$ cat src/rtl/pwm_fault_pkg.sv
package pwm_fault_pkg;

    localparam int NUM_FLT = 4;
    localparam int NUM_OUT = 3;

    typedef enum logic [1:0] {
        FS_LOW  = 2'b00,
        FS_HIGH = 2'b01,
        FS_HIZ0 = 2'b10,
        FS_HIZ1 = 2'b11
    } fstate_e;

    typedef enum logic [1:0] {
        RCV_AUTO   = 2'd0,
        RCV_MANUAL = 2'd1,
        RCV_SAFE   = 2'd2
    } rcv_mode_e;

    typedef struct packed {
        logic level;
        logic en;
    } pin_drive_t;

    function automatic rcv_mode_e mode_of(input logic auto_c, input logic safe_c);
        if (auto_c)      return RCV_AUTO;
        else if (safe_c) return RCV_SAFE;
        else             return RCV_MANUAL;
    endfunction

    function automatic pin_drive_t fault_drive(input logic [1:0] st, input logic inv);
        pin_drive_t d;
        case (fstate_e'(st))
            FS_LOW:  d = '{level: inv,        en: 1'b1};
            FS_HIGH: d = '{level: ~inv,       en: 1'b1};
            default: d = '{level: 1'b0,       en: 1'b0};
        endcase
        return d;
    endfunction

endpackage

$ cat src/rtl/fault_channel.sv
module fault_channel
    import pwm_fault_pkg::*;
(
    input  logic clk,
    input  logic rst,
    input  logic raw_in,
    input  logic filt_in,
    input  logic pol,
    input  logic auto_c,
    input  logic safe_c,
    input  logic full_en,
    input  logic half_en,
    input  logic full_stb,
    input  logic half_stb,
    input  logic clr,
    output logic raw_act,
    output logic flag,
    output logic hold
);
    logic      filt_act, prev_act, rise, bnd, ok;
    rcv_mode_e mode;

    assign raw_act  = ~(raw_in ^ pol);
    assign filt_act = ~(filt_in ^ pol);
    assign rise     = filt_act & ~prev_act;
    assign bnd      = (full_stb & full_en) | (half_stb & half_en);
    assign mode     = mode_of(auto_c, safe_c);

    always_comb begin
        case (mode)
            RCV_AUTO:   ok = ~filt_act;
            RCV_MANUAL: ok = ~flag;
            RCV_SAFE:   ok = ~flag & ~filt_act;
            default:    ok = 1'b0;
        endcase
    end

    always_ff @(posedge clk) begin
        if (rst) begin
            flag     <= 1'b1;
            hold     <= 1'b1;
            prev_act <= 1'b0;
        end else begin
            prev_act <= filt_act;
            flag     <= rise | (flag & ~clr);
            hold     <= rise | (hold & ~(bnd & ok));
        end
    end

    a_r2_flag_on_event: assert property (@(posedge clk) disable iff (rst)
        rise |=> (flag && hold));

    a_r3_clear_takes_effect: assert property (@(posedge clk) disable iff (rst)
        (clr && !rise) |=> !flag);

    a_r9_release_only_at_boundary: assert property (@(posedge clk) disable iff (rst)
        $fell(hold) |-> $past(bnd));

    a_r8_safe_waits_for_pin: assert property (@(posedge clk) disable iff (rst)
        (hold && mode == RCV_SAFE && filt_act) |=> hold);

    a_r6_auto_ignores_clear: assert property (@(posedge clk) disable iff (rst)
        (hold && auto_c && !bnd) |=> hold);

endmodule

$ cat src/rtl/out_gate.sv
module out_gate
    import pwm_fault_pkg::*;
#(
    parameter int NF = NUM_FLT
) (
    input  logic [NF-1:0] mask,
    input  logic [NF-1:0] live,
    input  logic          pwm_in,
    input  logic [1:0]    st,
    input  logic          inv,
    output logic          out,
    output logic          oe
);
    logic       dis;
    pin_drive_t drv;

    assign dis = |(mask & live);

    always_comb begin
        if (dis) drv = fault_drive(st, inv);
        else     drv = '{level: pwm_in ^ inv, en: 1'b1};
    end

    assign out = drv.level;
    assign oe  = drv.en;

    always_comb begin
        if (dis && st[1]) a_r10_tristate_undriven: assert (!oe && !out);
    end

endmodule

$ cat src/rtl/pwm_fault_guard.sv
module pwm_fault_guard
    import pwm_fault_pkg::*;
#(
    parameter int NF = NUM_FLT,
    parameter int NO = NUM_OUT
) (
    input  logic             clk,
    input  logic             rst,
    input  logic [NF-1:0]    flt_raw,
    input  logic [NF-1:0]    flt_filt,
    input  logic [NF-1:0]    flt_pol,
    input  logic [NF-1:0]    rcv_auto,
    input  logic [NF-1:0]    rcv_safe,
    input  logic [NF-1:0]    rcv_full_en,
    input  logic [NF-1:0]    rcv_half_en,
    input  logic             full_stb,
    input  logic             half_stb,
    input  logic [NF-1:0]    flag_clr,
    input  logic [NF-1:0]    irq_en,
    input  logic             map_we,
    input  logic [NO*NF-1:0] map_d,
    input  logic [2*NO-1:0]  off_state,
    input  logic [NO-1:0]    out_inv,
    input  logic [NO-1:0]    pwm_in,
    output logic [NO-1:0]    pwm_out,
    output logic [NO-1:0]    pwm_oe,
    output logic [NF-1:0]    irq
);
    localparam int MAPW = NO * NF;

    logic [MAPW-1:0] map_q;
    logic [NF-1:0]   raw_act, flag, hold, live;

    always_ff @(posedge clk) begin
        if (rst)         map_q <= '1;
        else if (map_we) map_q <= map_d;
    end

    for (genvar i = 0; i < NF; i++) begin : g_ch
        fault_channel u_ch (
            .clk      (clk),
            .rst      (rst),
            .raw_in   (flt_raw[i]),
            .filt_in  (flt_filt[i]),
            .pol      (flt_pol[i]),
            .auto_c   (rcv_auto[i]),
            .safe_c   (rcv_safe[i]),
            .full_en  (rcv_full_en[i]),
            .half_en  (rcv_half_en[i]),
            .full_stb (full_stb),
            .half_stb (half_stb),
            .clr      (flag_clr[i]),
            .raw_act  (raw_act[i]),
            .flag     (flag[i]),
            .hold     (hold[i])
        );

        a_r4_request_persists: assert property (@(posedge clk) disable iff (rst)
            ($past(irq[i]) && !$past(flag_clr[i]) && irq_en[i]) |-> irq[i]);
    end

    assign live = hold | raw_act;
    assign irq  = flag & irq_en;

    for (genvar o = 0; o < NO; o++) begin : g_out
        out_gate #(.NF(NF)) u_gate (
            .mask   (map_q[o*NF +: NF]),
            .live   (live),
            .pwm_in (pwm_in[o]),
            .st     (off_state[2*o +: 2]),
            .inv    (out_inv[o]),
            .out    (pwm_out[o]),
            .oe     (pwm_oe[o])
        );

        a_r5_raw_bypass: assert property (@(posedge clk) disable iff (rst)
            (|(map_q[o*NF +: NF] & raw_act) && off_state[2*o+1]) |-> !pwm_oe[o]);
    end

    a_r1_reset_state: assert property (@(posedge clk)
        $past(rst) |-> (&flag && &map_q));

endmodule

$ cat config.mk
export PLATFORM = sky130hd
export DESIGN_NAME = pwm_fault_guard
export DESIGN_NICKNAME = d
export VERILOG_FILES = /design/src/rtl/pwm_fault_pkg.sv /design/src/rtl/fault_channel.sv /design/src/rtl/out_gate.sv /design/src/rtl/pwm_fault_guard.sv
export SDC_FILE = /design/constraint.sdc
export NUM_CORES = 1
export LEC_CHECK = 0
export ABC_AREA = 1
export BUFFER_PORTS_ARGS = -buffer_cell sky130_fd_sc_hd__buf_2
export CAP_MARGIN = 5
export CELL_PAD_IN_SITES_DETAIL_PLACEMENT = 0
export CELL_PAD_IN_SITES_GLOBAL_PLACEMENT = 1
export CORE_MARGIN = 4
export CORE_UTILIZATION = 25
export CTS_CLUSTER_SIZE = 40
export DETAILED_ROUTE_END_ITERATION = 7
export PLACE_DENSITY = 0.81
export SLEW_MARGIN = 20
export SYNTH_ARGS = -nofsm -noshare
export SYNTH_HDL_FRONTEND = slang
export SYNTH_SLANG_ARGS = --single-unit
$ cat constraint.sdc
create_clock -name clk -period 1.02 [get_ports clk]
set_clock_uncertainty 0.1 [all_clocks]
set_input_delay 0 -clock clk [delete_from_list [all_inputs] [get_ports clk]]
set_output_delay 0 -clock clk [all_outputs]
set_load 0.03 [all_outputs]
; Word-level counts from Yosys, hierarchy flattened
; Cells that the tools add are included.
[totals]
ff_bits = 24
wordCells = 135
inputBits = 65
out_inout_bits = 10
[classes]
mux = 18
bitwise = 83
reduce_logical = 10
n_eq_ne = 11
[op_table]
columns = cell, count
row1 = $and A1 B1 Y1, 28
row2 = $not A1 Y1, 27
row3 = $mux W2, 11
row4 = $and A4 B4 Y4, 4
row5 = $eq A2 B1 Y1 const B, 7
row6 = $logic_not A2 Y1, 7
row7 = $or A1 B1 Y1, 12
row8 = $pmux W1 S3, 4
row9 = $pmux W2 S2, 3
row10 = $reduce_or A4 Y1, 3
row11 = $xor A1 B1 Y1, 11
row12 = $eq A2 B2 Y1 const B, 4
row13 = $or A4 B4 Y4, 1

; Depth between registers and ports, before layout
; Gate-level depths: netlist (run 1).
[logic_depth]
word_depth = 8
ltp_mapped = 9
ltp_nobuf = 8

; By module
; Synthesis (run 1) repeated with hierarchy kept, for this count alone.
[unflattened]
hier_cells = 245
area_unflattened_um2 = 1432.6
[modules_own_cells]
columns = mod, instances, area_each_um2, seq_area_each_um2, cells_per_inst
row1 = fault_channel, 4, 178.9, 60.1, 30
row2 = pwm_fault_guard, 1, 476.7, 240.2, 65
row3 = out_gate, 3, 80.1, 0.0, 20

; Least setup slack after synthesis (run 1)
; No wires, ideal clock.
[synth_path]
path_type = flip-flop to output port
from = register g_ch[2].u_ch.hold
to = output port pwm_out[0]
t_required_ns = 0.920
path_slack_ns = -0.035
t_arrival_ns = 0.955
n_path_buf = 1
stages_incl_launch_ff = 8
cell_sequence = dfxtp_1 -> a21oi_1 -> nand2_2 -> nand2_1 -> nand2_2 -> o21ai_0 -> nand2_1 -> buf_4
[synth_between]
elab_chain_cells = 4
[synth_lines]
columns = element, line_no
row1 = start: declaration, fault_channel.sv:18  ; output logic hold
row2 = start signal: assignment, fault_channel.sv:46  ; hold <= rise | (hold & ~(bnd & ok));
row3 = $or A4 B4 Y4, pwm_fault_guard.sv:62  ; assign live = hold | raw_act;
row4 = $and A4 B4 Y4, out_gate.sv:17  ; assign dis = |(mask & live);
row5 = $reduce_or A4 Y1, out_gate.sv:17
row6 = $mux W2, out_gate.sv:20  ; if (dis) drv = fault_drive(st, inv);
row7 = end: declaration, pwm_fault_guard.sv:25  ; output logic [NO-1:0] pwm_out,
; Every way passes these cells.

; Worst setup path in the final report (run 1)
[layout_path]
from = register g_ch[2].u_ch.hold
to = output port pwm_out[1]
; Same word-level chain as after synthesis.

==> summary.txt, run 1 <==
Placement
  • Hpwl dp: 2746 um
  • Gpl congestion: 0.6899
  • Placed Area: approximately 0.0017 mm2
  • IO buf count: 74
  • Post-place setup slack: -156.5 ps

Synth
  • Post-synth top area cell: dfxtp_1
  • Post-Synthesis Cells: 195
  • Synth Area in Compound Gates: about a tenth
  • Synth Area in Simple Gates: 35.69%
  • Sequential-to-total area share from yosys stat: ~38%
  • XOR/XNOR share of the synthesized area: 6.863%
  • Post-synthesis mux area share: 0%
  • Synth Area per Inst: 6.545 um2
  • Top cell type's share of synthesized area: 37.65%
  • Synth top area cells: dfxtp_1 38%, nand2_1 20%, o21ai_0 8.6%, inv_1 5.9%, nor2_1 5.3%
  • Synthesized area: 0.001276 mm2
  • Synthesized flop and latch total: 24
  • Largest family of logic cells by synthesized area: simple AND/OR/NAND/NOR gates
  • Post-synth cell types: 15
  • Syn nets: 260
  • Adder-Cell Fraction of Synth Area: 0%
  • Yosys Warn Count: 0

Clocking
  • Skew-Pair Late Insertion Delay: approximately 260 ps
  • H-tree depth: 1
  • Sink Count: 24
  • Cts bufs inserted: 3
  • Root Driver: clkbuf_8
  • Clock slew at reported path FFs: 80 ps
  • CTS tree: done
  • Clock Path Buffers: 2
  • Total setup buffers inserted after CTS: 0

Cells and area
  • Fillers: 498
  • # diodes: 0
  • Layout area overhead: 65.49%
  • Final net count: 361
  • Ratio of cells with drive above 1 in the final layout: 35.03%
  • Final Cell Area: about 0.0021 mm2

Drt
  • DRT antenna net count: 0
  • Vias: 1466
  • Met3 WL: 226 um
  • Met2 wire length: 1665 um
  • Vias per cell: 4.061
  • Final WL: 3510 um
  • Max Used Layer: met4
  • Initial drt markers: between 40 and 50
  • Drt pass-1 iters: 4
  • DR WL/cell: 9.723 um
  • Metal-1 WL: roughly 1600 um
  • Drt drc: 0

Die
  • Die area: 0.006312 mm2
  • Die width: 79.45 um
  • Initial core utilization: 26.32%
  • CORE AREA: roughly 0.0048 mm2
  • Die Ht: 79.45 um
  • Std-Cell Rows: 25
  • Top Ports: 75

Critical path
  • Largest fanout on the critical path: 3
  • Worst Path Arrival: about 1300 ps
  • R2R Setup Slk: 130 ps
  • CP Buf/Inv Count: 1
  • WS Path Type: flip-flop to output port
  • Setup crit end kind: output port
  • CP startpoint kind: flip-flop
  • Worst Path Required: 920 ps
  • Critical path cell sequence: a21oi_2, nand2_2, nand2_1, nand2_2, nor2_1, nand2_1, nand2_1, buf_6
  • Cell family with most CP delay: simple AND/OR/NAND/NOR gates
  • Crit path depth: 8
  • Most frequent CP cell: nand2_1
  • FF-to-FF path depth: 4
  • Slowest Stage Delay on Critical Path: 330 ps
  • CP max-delay cell: dfxtp_2

Timing
  • Min Tclk post-route: 1394 ps
  • Crit share post-route: 136.6%
  • Relative slew slack: approximately 77%
  • Slew Limit Fails: 0
  • WHS: 11.71 ps
  • Max Freq: around 0.72 GHz
  • Worst-Margin Slew: 349.1 ps
  • RSZ-0062 raised after global routing: true
  • Hold Violations, Final: 0
  • # setup viols final: 6
  • Final worst slack: -373.8 ps

GRT
  • Antenna violations before repair: 0
  • Largest net degree at the start of global routing: 14
  • Global-route wire length before repair: roughly 5700 um
  • Remaining global-route overflow: 0
  • All-layer global routing usage: 11.17%
  • Vias in the first global route: 1354

Status
  • Failing checks: negative setup slack
  • Status: finished, violations left

Pwr
  • P_leak: 1.154 nW
  • Total power: 2.229 mW
  • Maximum vdd drop: 372.4 uV
  • Pwr dens: 1056 mW/mm2

Run
  • Max-capacitance violation count: 0

Min path
  • Worst min-delay path class: input pin to flip-flop
  • Number of cells on the worst hold path: 5
==> routing by layer <==
layer  track usage, %  vias up
met5                0        -
met4            3.093        0
met3            1.919        2
met2            19.12       41
met1            14.36      628
li1                 -      795
==> worst register-to-register path: stages (launching register included) <==
cell     delay [ps]
dfxtp_1         320
inv_1            60
o21ai_0          70
o21ai_0         160
nand2_1          80
==> stage by stage <==
step	utilization [%]	cells	setup TNS, ps
after global placement	35.05	330	-770.7
after floorplan	-	195	0
after detailed placement	35.05	330	-807.6
final	43.56	361	-1958
after global routing	43.56	361	-2615
after CTS	42.55	361	-2100
==> power by group <==
part           internal [mW]  total, mW  switching, mW
clock network          0.263      0.541          0.277
logic                  0.329      0.650          0.321
registers               1.01       1.04         0.0323
==> what timing repair did <==
| item | in CTS | in global routing |
|---|---|---|
| pin swaps | 7 | 0 |
| hold buffers | 28 | 0 |
| gates resized for setup | 18 | 14 |
| setup endpoints to repair | 6 | 13 |
| hold endpoints to repair | 24 | 0 |
==> registers in the layout, summed over array words and instances (netlist names) <==
register and count:
g_ch.u_ch.prev_act 4, map_q 12, g_ch.u_ch.flag 4, g_ch.u_ch.hold 4
==> cell usage in the layout, fill, tap and decap left out, types with 5 or more instances in the layout <==
cell type      instances
o21ai_1                5
nor2_1                17
dfxtp_1               22
buf_4                  6
dlygate4sd3_1         28
nand2_1               63
nand3_1               12
nand2_2               10
inv_1                 20
o21ai_0               15
buf_2                 65
==> synthesized netlist by cell type <==
cell type and count:
buf_4 6, nand2_2 7, xnor2_1 3, o21ai_0 22, or2_1 2, nor2_1 18
clkbuf_1 2, a21oi_1 2, inv_1 20, dfxtp_1 24, nand3_1 12, nand3_2 2
xor2_1 7, nand2_1 67, buf_2 1
==> worst paths after layout <==
kind                                         from                end
worst max register to register  g_ch[2].u_ch.flag  g_ch[2].u_ch.hold
worst max-delay path            g_ch[2].u_ch.hold         pwm_out[1]
worst min register to register  g_ch[0].u_ch.hold  g_ch[0].u_ch.hold
worst min-delay path                          rst  g_ch[1].u_ch.hold
==> logic make-up after synthesis <==
logic type | after synthesis
compound gates | 24
xor+xnor | 10
buf+inv | 29
flops | 24
simple gates | 108
==> cell type report <==
cell class	instances	area (um2)	area share [%]
Timing Repair Buffer	105	710.7	33.65
Sequential cell	24	483.0	22.87
Inverter	20	75.07	3.554
Tap cell	67	83.83	3.969
Multi-Input combinational cell	142	718.2	34.00
Clock buffer	3	41.29	1.955
Note: power is estimated with default switching activity, not from simulation.
==> inputs of run 2 (changes only) <==
--- a/config.mk
+++ b/config.mk
@@ -12,6 +12,7 @@
 export CELL_PAD_IN_SITES_GLOBAL_PLACEMENT = 1
 export CORE_MARGIN = 4
 export CORE_UTILIZATION = 25
+export CTS_BUF_LIST = sky130_fd_sc_hd__clkbuf_16
 export CTS_CLUSTER_SIZE = 40
 export DETAILED_ROUTE_END_ITERATION = 7
 export PLACE_DENSITY = 0.81
==> run 2 against run 1 <==
Effect of this change:
- the run ends with negative hold slack, negative setup slack left
- core utilization shrank 1.2 points
- design area shrank 2.8%
- power grew 10%
- die area is the same
- hold slack lost 85 ps
- critical path depth shrank 1
- non-clock buffer count shrank 7
- critical endpoint is now pwm_out[2]
- largest cell class unchanged
- largest power group unchanged
- highest routed layer unchanged
==> summary.txt, run 2 (synthesized netlist as in run 1, its figures left out) <==
Status
  • Status: finished, violations left (unchanged)
  • Failing checks: negative hold slack, negative setup slack (was negative setup slack)

Die
  • Die area: 0.006312 mm2 (unchanged)
  • Top Ports: 75 (unchanged)
  • Die width: 79.45 um (unchanged)
  • CORE AREA: 0.004848 mm2 (unchanged)
  • Std-Cell Rows: 25 (unchanged)
  • Die Ht: 79.45 um (unchanged)
  • Initial core utilization: 26.32% (unchanged)

Clocking
  • Hold-fix buffers at CTS: 22 (was 28)
  • Root Driver: clkbuf_16 (was clkbuf_8)
  • Skew-Pair Late Insertion Delay: 250 ps (was 260 ps)
  • Clock slew at reported path FFs: 60 ps (was 80 ps)
  • H-tree depth: 1 (unchanged)
  • Cts bufs inserted: 3 (unchanged)
  • CTS tree: done (unchanged)
  • Clock Path Buffers: 2 (unchanged)
  • Sink Count: 24 (unchanged)
  • Total setup buffers inserted after CTS: 0 (unchanged)

Timing
  • Crit share post-route: 136.8% (was 136.6%)
  • Slew Limit Fails: 0 (unchanged)
  • Final worst slack: -374.9 ps (was -373.8 ps)
  • Fin Setup TNS: -1954 ps (was -1958 ps)
  • Worst-Margin Slew: 355.3 ps (was 349.1 ps)
  • # setup viols final: 6 (unchanged)
  • Relative slew slack: 76.29% (was 76.70%)
  • Hold Violations, Final: 3 (was 0)
  • Max Freq: 0.7169 GHz (was 0.7175 GHz)
  • WHS: -73.37 ps (was 11.71 ps)
  • Min Tclk post-route: 1395 ps (was 1394 ps)
  • RSZ-0062 raised after global routing: true (unchanged)

Drt
  • Drt drc: 0 (unchanged)
  • Vias: 1420 (was 1466)
  • Drt pass-1 iters: 4 (unchanged)
  • DR WL/cell: 9.684 um (was 9.723 um)
  • Initial drt markers: 51 (was 43)
  • Vias per cell: 4.011 (was 4.061)
  • Final WL: 3428 um (was 3510 um)
  • DRT antenna net count: 0 (unchanged)

Pwr
  • P_leak: 1.137 nW (was 1.154 nW)
  • Pwr dens: 1200 mW/mm2 (was 1056 mW/mm2)
  • Maximum vdd drop: 562.1 uV (was 372.4 uV)

Placement
  • Hpwl dp: 2746 um (unchanged)
  • IO buf count: 74 (unchanged)
  • Gpl congestion: 0.6899 (unchanged)
  • Placed Area: 0.001699 mm2 (unchanged)

Min path
  • Worst min-delay path class: input pin to flip-flop (unchanged)

Critical path
  • Setup crit end kind: output port (unchanged)
  • Worst Path Arrival: 1290 ps (about the same)
  • Cell family with most CP delay: simple AND/OR/NAND/NOR gates (unchanged)
  • Slowest Stage Delay on Critical Path: 320 ps (was 330 ps)
  • Worst Path Required: 920 ps (about the same)
  • WS Path Type: flip-flop to output port (unchanged)
  • Critical path cell sequence: a21oi_2, nand2_2, nand2_1, nand2_4, o21ai_2, nand2_1, buf_6 (was a21oi_2, nand2_2, nand2_1, nand2_2, nor2_1, nand2_1, nand2_1, buf_6)
  • CP max-delay cell: dfxtp_1 (was dfxtp_2)
  • R2R Setup Slk: 140 ps (was 130 ps)
  • Most frequent CP cell: nand2_1 (unchanged)
  • Largest fanout on the critical path: 3 (unchanged)
  • CP startpoint kind: flip-flop (unchanged)
  • CP Buf/Inv Count: 1 (unchanged)

Cells and area
  • Final Cell Area: 0.002052 mm2 (was 0.002112 mm2)
  • Layout area overhead: 60.78% (was 65.49%)
  • # diodes: 0 (unchanged)
  • Fin util: 42.32% (was 43.56%)
  • Ratio of cells with drive above 1 in the final layout: 33.80% (was 35.03%)
  • Most frequent cells in the layout: 67 x buf_2, 65 x nand2_1, 23 x dfxtp_1 (was 65 x buf_2, 63 x nand2_1, 28 x dlygate4sd3_1)
  • Final net count: 354 (was 361)
  • Fillers: 509 (was 498)
  • Commonest non-fill, non-tap cell in the layout: buf_2 (unchanged)
  • Largest reg by FF count: map_q (unchanged)
  • Largest register FFs: 12 (unchanged)

GRT
  • All-layer global routing usage: 10.80% (was 11.17%)
  • Vias in the first global route: 1304 (was 1354)
  • Largest net degree at the start of global routing: 14 (unchanged)
  • Antenna violations before repair: 0 (unchanged)
  • Global-route wire length before repair: 5540 um (was 5706 um)
  • Remaining global-route overflow: 0 (unchanged)

Run
  • Max-capacitance violation count: 0 (unchanged)
## run 2: area by class of cell
type                    count  area (um2)  share of cell area, %
flip-flops and latches     24       481.7                  23.48
multi-input cells         142       698.2                  34.02
repair buffers             98       638.1                  31.10
well taps                  67       83.83                  4.085
clock buffers               3       75.07                  3.659
inverters                  20       75.07                  3.659
## run 2: routing by layer
metal	up-vias	wire length, um	GRT usage, %
met5	-	0	0
met3	2	215	1.919
met2	38	1600	18.45
li1	784	-	-
met4	0	11	2.577
met1	596	1600	14.02
## run 2: worst paths after layout
kind,cells past startpoint,end,from
worst max register to register,4,g_ch[2].u_ch.hold,g_ch[2].u_ch.flag
worst min register to register,2,map_q[2],map_q[2]
worst min-delay path,3,g_ch[3].u_ch.prev_act,flt_filt[3]
worst max-delay path,7,pwm_out[2],g_ch[2].u_ch.hold
## run 2: repair_timing
| item | CTS | global route |
|---|---|---|
| resized for setup | 14 | 8 |
| gates cloned | 0 | 0 |
| pin swaps | 5 | 2 |
| endpoints found under the setup margin | 6 | 8 |
| endpoints found under the hold margin | 23 | 2 |
## run 2: worst reg2reg max path, stage by stage (launching register included)
cell and delay, ps:
dfxtp_1 310, inv_1 60, o21ai_0 70, o21ai_0 160
nand2_1 70
## run 2: power by group
group	leakage (nW)	internal (mW)	total, mW	switching [mW]
combinational	0.901	0.299	0.611	0.312
clock	0.0370	0.517	0.814	0.296
sequential	0.199	1.01	1.04	0.0311
## run 2: through the flow
stage          std cells  hold slack (ps)  power (mW)  setup slack, ps
3_5_place_dp         330            91.25       1.569           -156.5
2_1_floorplan        195           -27.62       1.372            17.54
6_report             354           -73.37       2.463           -374.9
4_1_cts              355           -73.46       2.480           -360.2
3_3_place_gp         330            83.44       1.565           -144.3
5_1_grt              354           -60.94       2.615           -464.1
==> inputs of run 3 (changes only) <==
--- a/config.mk
+++ b/config.mk
@@ -6,7 +6,7 @@
 export NUM_CORES = 1
 export LEC_CHECK = 0
 export ABC_AREA = 1
-export BUFFER_PORTS_ARGS = -buffer_cell sky130_fd_sc_hd__buf_2
+export BUFFER_PORTS_ARGS = -buffer_cell sky130_fd_sc_hd__buf_4
 export CAP_MARGIN = 5
 export CELL_PAD_IN_SITES_DETAIL_PLACEMENT = 0
 export CELL_PAD_IN_SITES_GLOBAL_PLACEMENT = 1
==> run 3 against run 2 <==
Effect of this change:
- the run still ends with negative hold slack, negative setup slack left
- cell count up 2.3%
- first-iteration DRC count down 27%
- sequential cell count unchanged
- setup slack worse by 8.1 ps
- routed wire length up 14%
- die area unchanged
- sequential power about the same
- sequential share of layout area down 2.5 points
- hold slack worse by 4.3 ps
- critical endpoint is now pwm_out[1]
- largest power group unchanged
==> summary.txt, run 3 (synthesized netlist as in run 1, its figures left out) <==
Placement
  • Gpl congestion: 0.7270 (was 0.6899)
  • Hpwl dp: 2940 um (was 2746 um)
  • IO buf count: 74 (unchanged)

Timing
  • Relative slew slack: 76.34% (was 76.29%)
  • # setup viols final: 6 (unchanged)
  • Min Tclk post-route: 1403 ps (was 1395 ps)
  • Crit share post-route: 137.6% (was 136.8%)
  • WHS: -77.71 ps (was -73.37 ps)
  • Worst-Margin Slew: 354.5 ps (was 355.3 ps)
  • RSZ-0062 raised after global routing: true (unchanged)
  • Slew Limit Fails: 0 (unchanged)
  • Hold Violations, Final: 3 (unchanged)
  • Max Freq: 0.7127 GHz (was 0.7169 GHz)
  • Final worst slack: -383.1 ps (was -374.9 ps)

Clocking
  • CTS tree: done (unchanged)
  • Total setup buffers inserted after CTS: 0 (unchanged)
  • H-tree depth: 1 (unchanged)
  • Skew-Pair Late Insertion Delay: 250 ps (about the same)
  • Clock Path Buffers: 2 (unchanged)
  • Clock slew at reported path FFs: 60 ps (about the same)
  • Sink Count: 24 (unchanged)
  • Root Driver: clkbuf_16 (unchanged)
  • Cts bufs inserted: 3 (unchanged)

GRT
  • All-layer global routing usage: 12.59% (was 10.80%)
  • Antenna violations before repair: 0 (unchanged)
  • Global-route wire length before repair: 6479 um (was 5540 um)
  • Vias in the first global route: 1503 (was 1304)
  • Largest net degree at the start of global routing: 14 (unchanged)
  • Remaining global-route overflow: 0 (unchanged)

Status
  • Failing checks: negative hold slack, negative setup slack (unchanged)
  • Status: finished, violations left (unchanged)

Critical path
  • CP startpoint kind: flip-flop (unchanged)
  • Critical path origin: g_ch[2].u_ch.hold (unchanged)
  • RR Endpoint: g_ch[2].u_ch.hold (unchanged)
  • Worst Path Required: 920 ps (about the same)
  • Critical path cell sequence: a21oi_2, nand2_2, nand2_2, nand2_4, nor2_4, nand2_2, nand2_2, buf_6 (was a21oi_2, nand2_2, nand2_1, nand2_4, o21ai_2, nand2_1, buf_6)
  • RR Startpoint: g_ch[2].u_ch.flag (unchanged)
  • FF-to-FF path depth: 4 (unchanged)
  • WS Path Type: flip-flop to output port (unchanged)
  • CP max-delay cell: dfxtp_2 (was dfxtp_1)
  • Setup crit end kind: output port (unchanged)
  • Slowest Stage Delay on Critical Path: 320 ps (about the same)
  • Most frequent CP cell: nand2_2 (was nand2_1)
  • R2R Setup Slk: 140 ps (about the same)
  • Worst Path Arrival: 1300 ps (was 1290 ps)
  • Largest fanout on the critical path: 3 (unchanged)

Die
  • Die width: 79.45 um (unchanged)
  • Die area: 0.006312 mm2 (unchanged)
  • Top Ports: 75 (unchanged)
  • Std-Cell Rows: 25 (unchanged)
  • Die Ht: 79.45 um (unchanged)
  • Initial core utilization: 26.32% (unchanged)
  • CORE AREA: 0.004848 mm2 (unchanged)

Drt
  • Drt drc: 0 (unchanged)
  • Vias: 1481 (was 1420)
  • DRT antenna net count: 0 (unchanged)
  • Initial drt markers: 37 (was 51)
  • Drt pass-1 iters: 4 (unchanged)
  • Vias per cell: 4.091 (was 4.011)
  • DR WL/cell: 10.84 um (was 9.684 um)
  • Final WL: 3925 um (was 3428 um)

Min path
  • Worst min-delay path class: input pin to flip-flop (unchanged)
  • Number of cells on the worst hold path: 3 (unchanged)
  • Hold EP: g_ch[2].u_ch.prev_act (was g_ch[3].u_ch.prev_act)
  • Startpoint of the most critical hold path: flt_filt[2] (was flt_filt[3])

Cells and area
  • Largest register FFs: 12 (unchanged)
  • Layout area overhead: 80.78% (was 60.78%)
  • Ratio of cells with drive above 1 in the final layout: 35.59% (was 33.80%)
  • Final net count: 361 (was 354)
  • Commonest non-fill, non-tap cell in the layout: buf_4 (was buf_2)
  • # diodes: 0 (unchanged)
  • Largest reg by FF count: map_q (unchanged)
  • Most frequent cells in the layout: 74 x buf_4, 60 x nand2_1, 28 x dlygate4sd3_1 (was 67 x buf_2, 65 x nand2_1, 23 x dfxtp_1)

Pwr
  • Total power: 2.624 mW (was 2.463 mW)
  • P_leak: 1.223 nW (was 1.137 nW)
  • Pwr dens: 1137 mW/mm2 (was 1200 mW/mm2)
  • Maximum vdd drop: 890.1 uV (was 562.1 uV)

Run
  • Max-capacitance violation count: 0 (unchanged)
-- run 3: metal layers --
metal  part of all wire [%]  global-route usage (%)  vias to the layer above
met2                     48                   22.45                       45
met3                    5.2                   2.709                        8
met5                      0                       0                        -
met4                    1.6                   3.093                        0
li1                       -                       -                      794
met1                     45                   15.25                      634
-- run 3: worst max-delay path, delay by kind of cell (launching register included) --
kind            cells  cell delay, ps
simple gates        6             490
buf+inv             1             130
flops               1             320
compound gates      1             100
-- run 3: repair_timing --
action / CTS / global route
pin swaps: 2 / 8
gates resized for setup: 12 / 14
hold buffers: 27 / 2
hold endpoints to repair: 24 / 5
setup endpoints to repair: 6 / 19
-- run 3: layout make-up --
type | instances | area (um2)
Clock buffer | 3 | 75.07
Inverter | 20 | 75.07
Timing Repair Buffer | 105 | 869.6
Clock inverter | 1 | 3.754
Tap cell | 67 | 83.83
Sequential cell | 24 | 483.0
Multi-Input combinational cell | 142 | 716.9
Fill cell | 506 | 2541
-- run 3: through the flow --
| step | util, % | TNS (ps) | instance area, um2 | cells | setup WS, ps |
|---|---|---|---|---|---|
| 2_1_floorplan | - | 0 | 1291 | 195 | 17.54 |
| 3_5_place_dp | 38.86 | -548.9 | 1884 | 330 | -106.1 |
| 4_1_cts | 46.63 | -2036 | 2261 | 361 | -365.1 |
| 5_1_grt | 47.59 | -2728 | 2307 | 362 | -488.0 |
| 6_report | 47.59 | -2042 | 2307 | 362 | -383.1 |
| 3_3_place_gp | 38.86 | -637.5 | 1884 | 330 | -110.6 |
-- run 3: power breakdown --
part           internal, mW  leakage, nW  switching, mW
combinational         0.396        0.985          0.334
clock                 0.524       0.0385          0.329
sequential             1.01        0.199         0.0330
total                  1.93         1.22          0.697
-- run 3: worst max path at each step --
stage / cells after the start / endpoint / slack [ps]
2_1_floorplan: 8 / pwm_out[0] / 20
3_3_place_gp: 6 / pwm_oe[0] / -110
3_5_place_dp: 8 / pwm_out[2] / -110
4_1_cts: 8 / pwm_out[2] / -370
5_1_grt: 8 / pwm_out[1] / -490
6_report: 8 / pwm_out[1] / -380
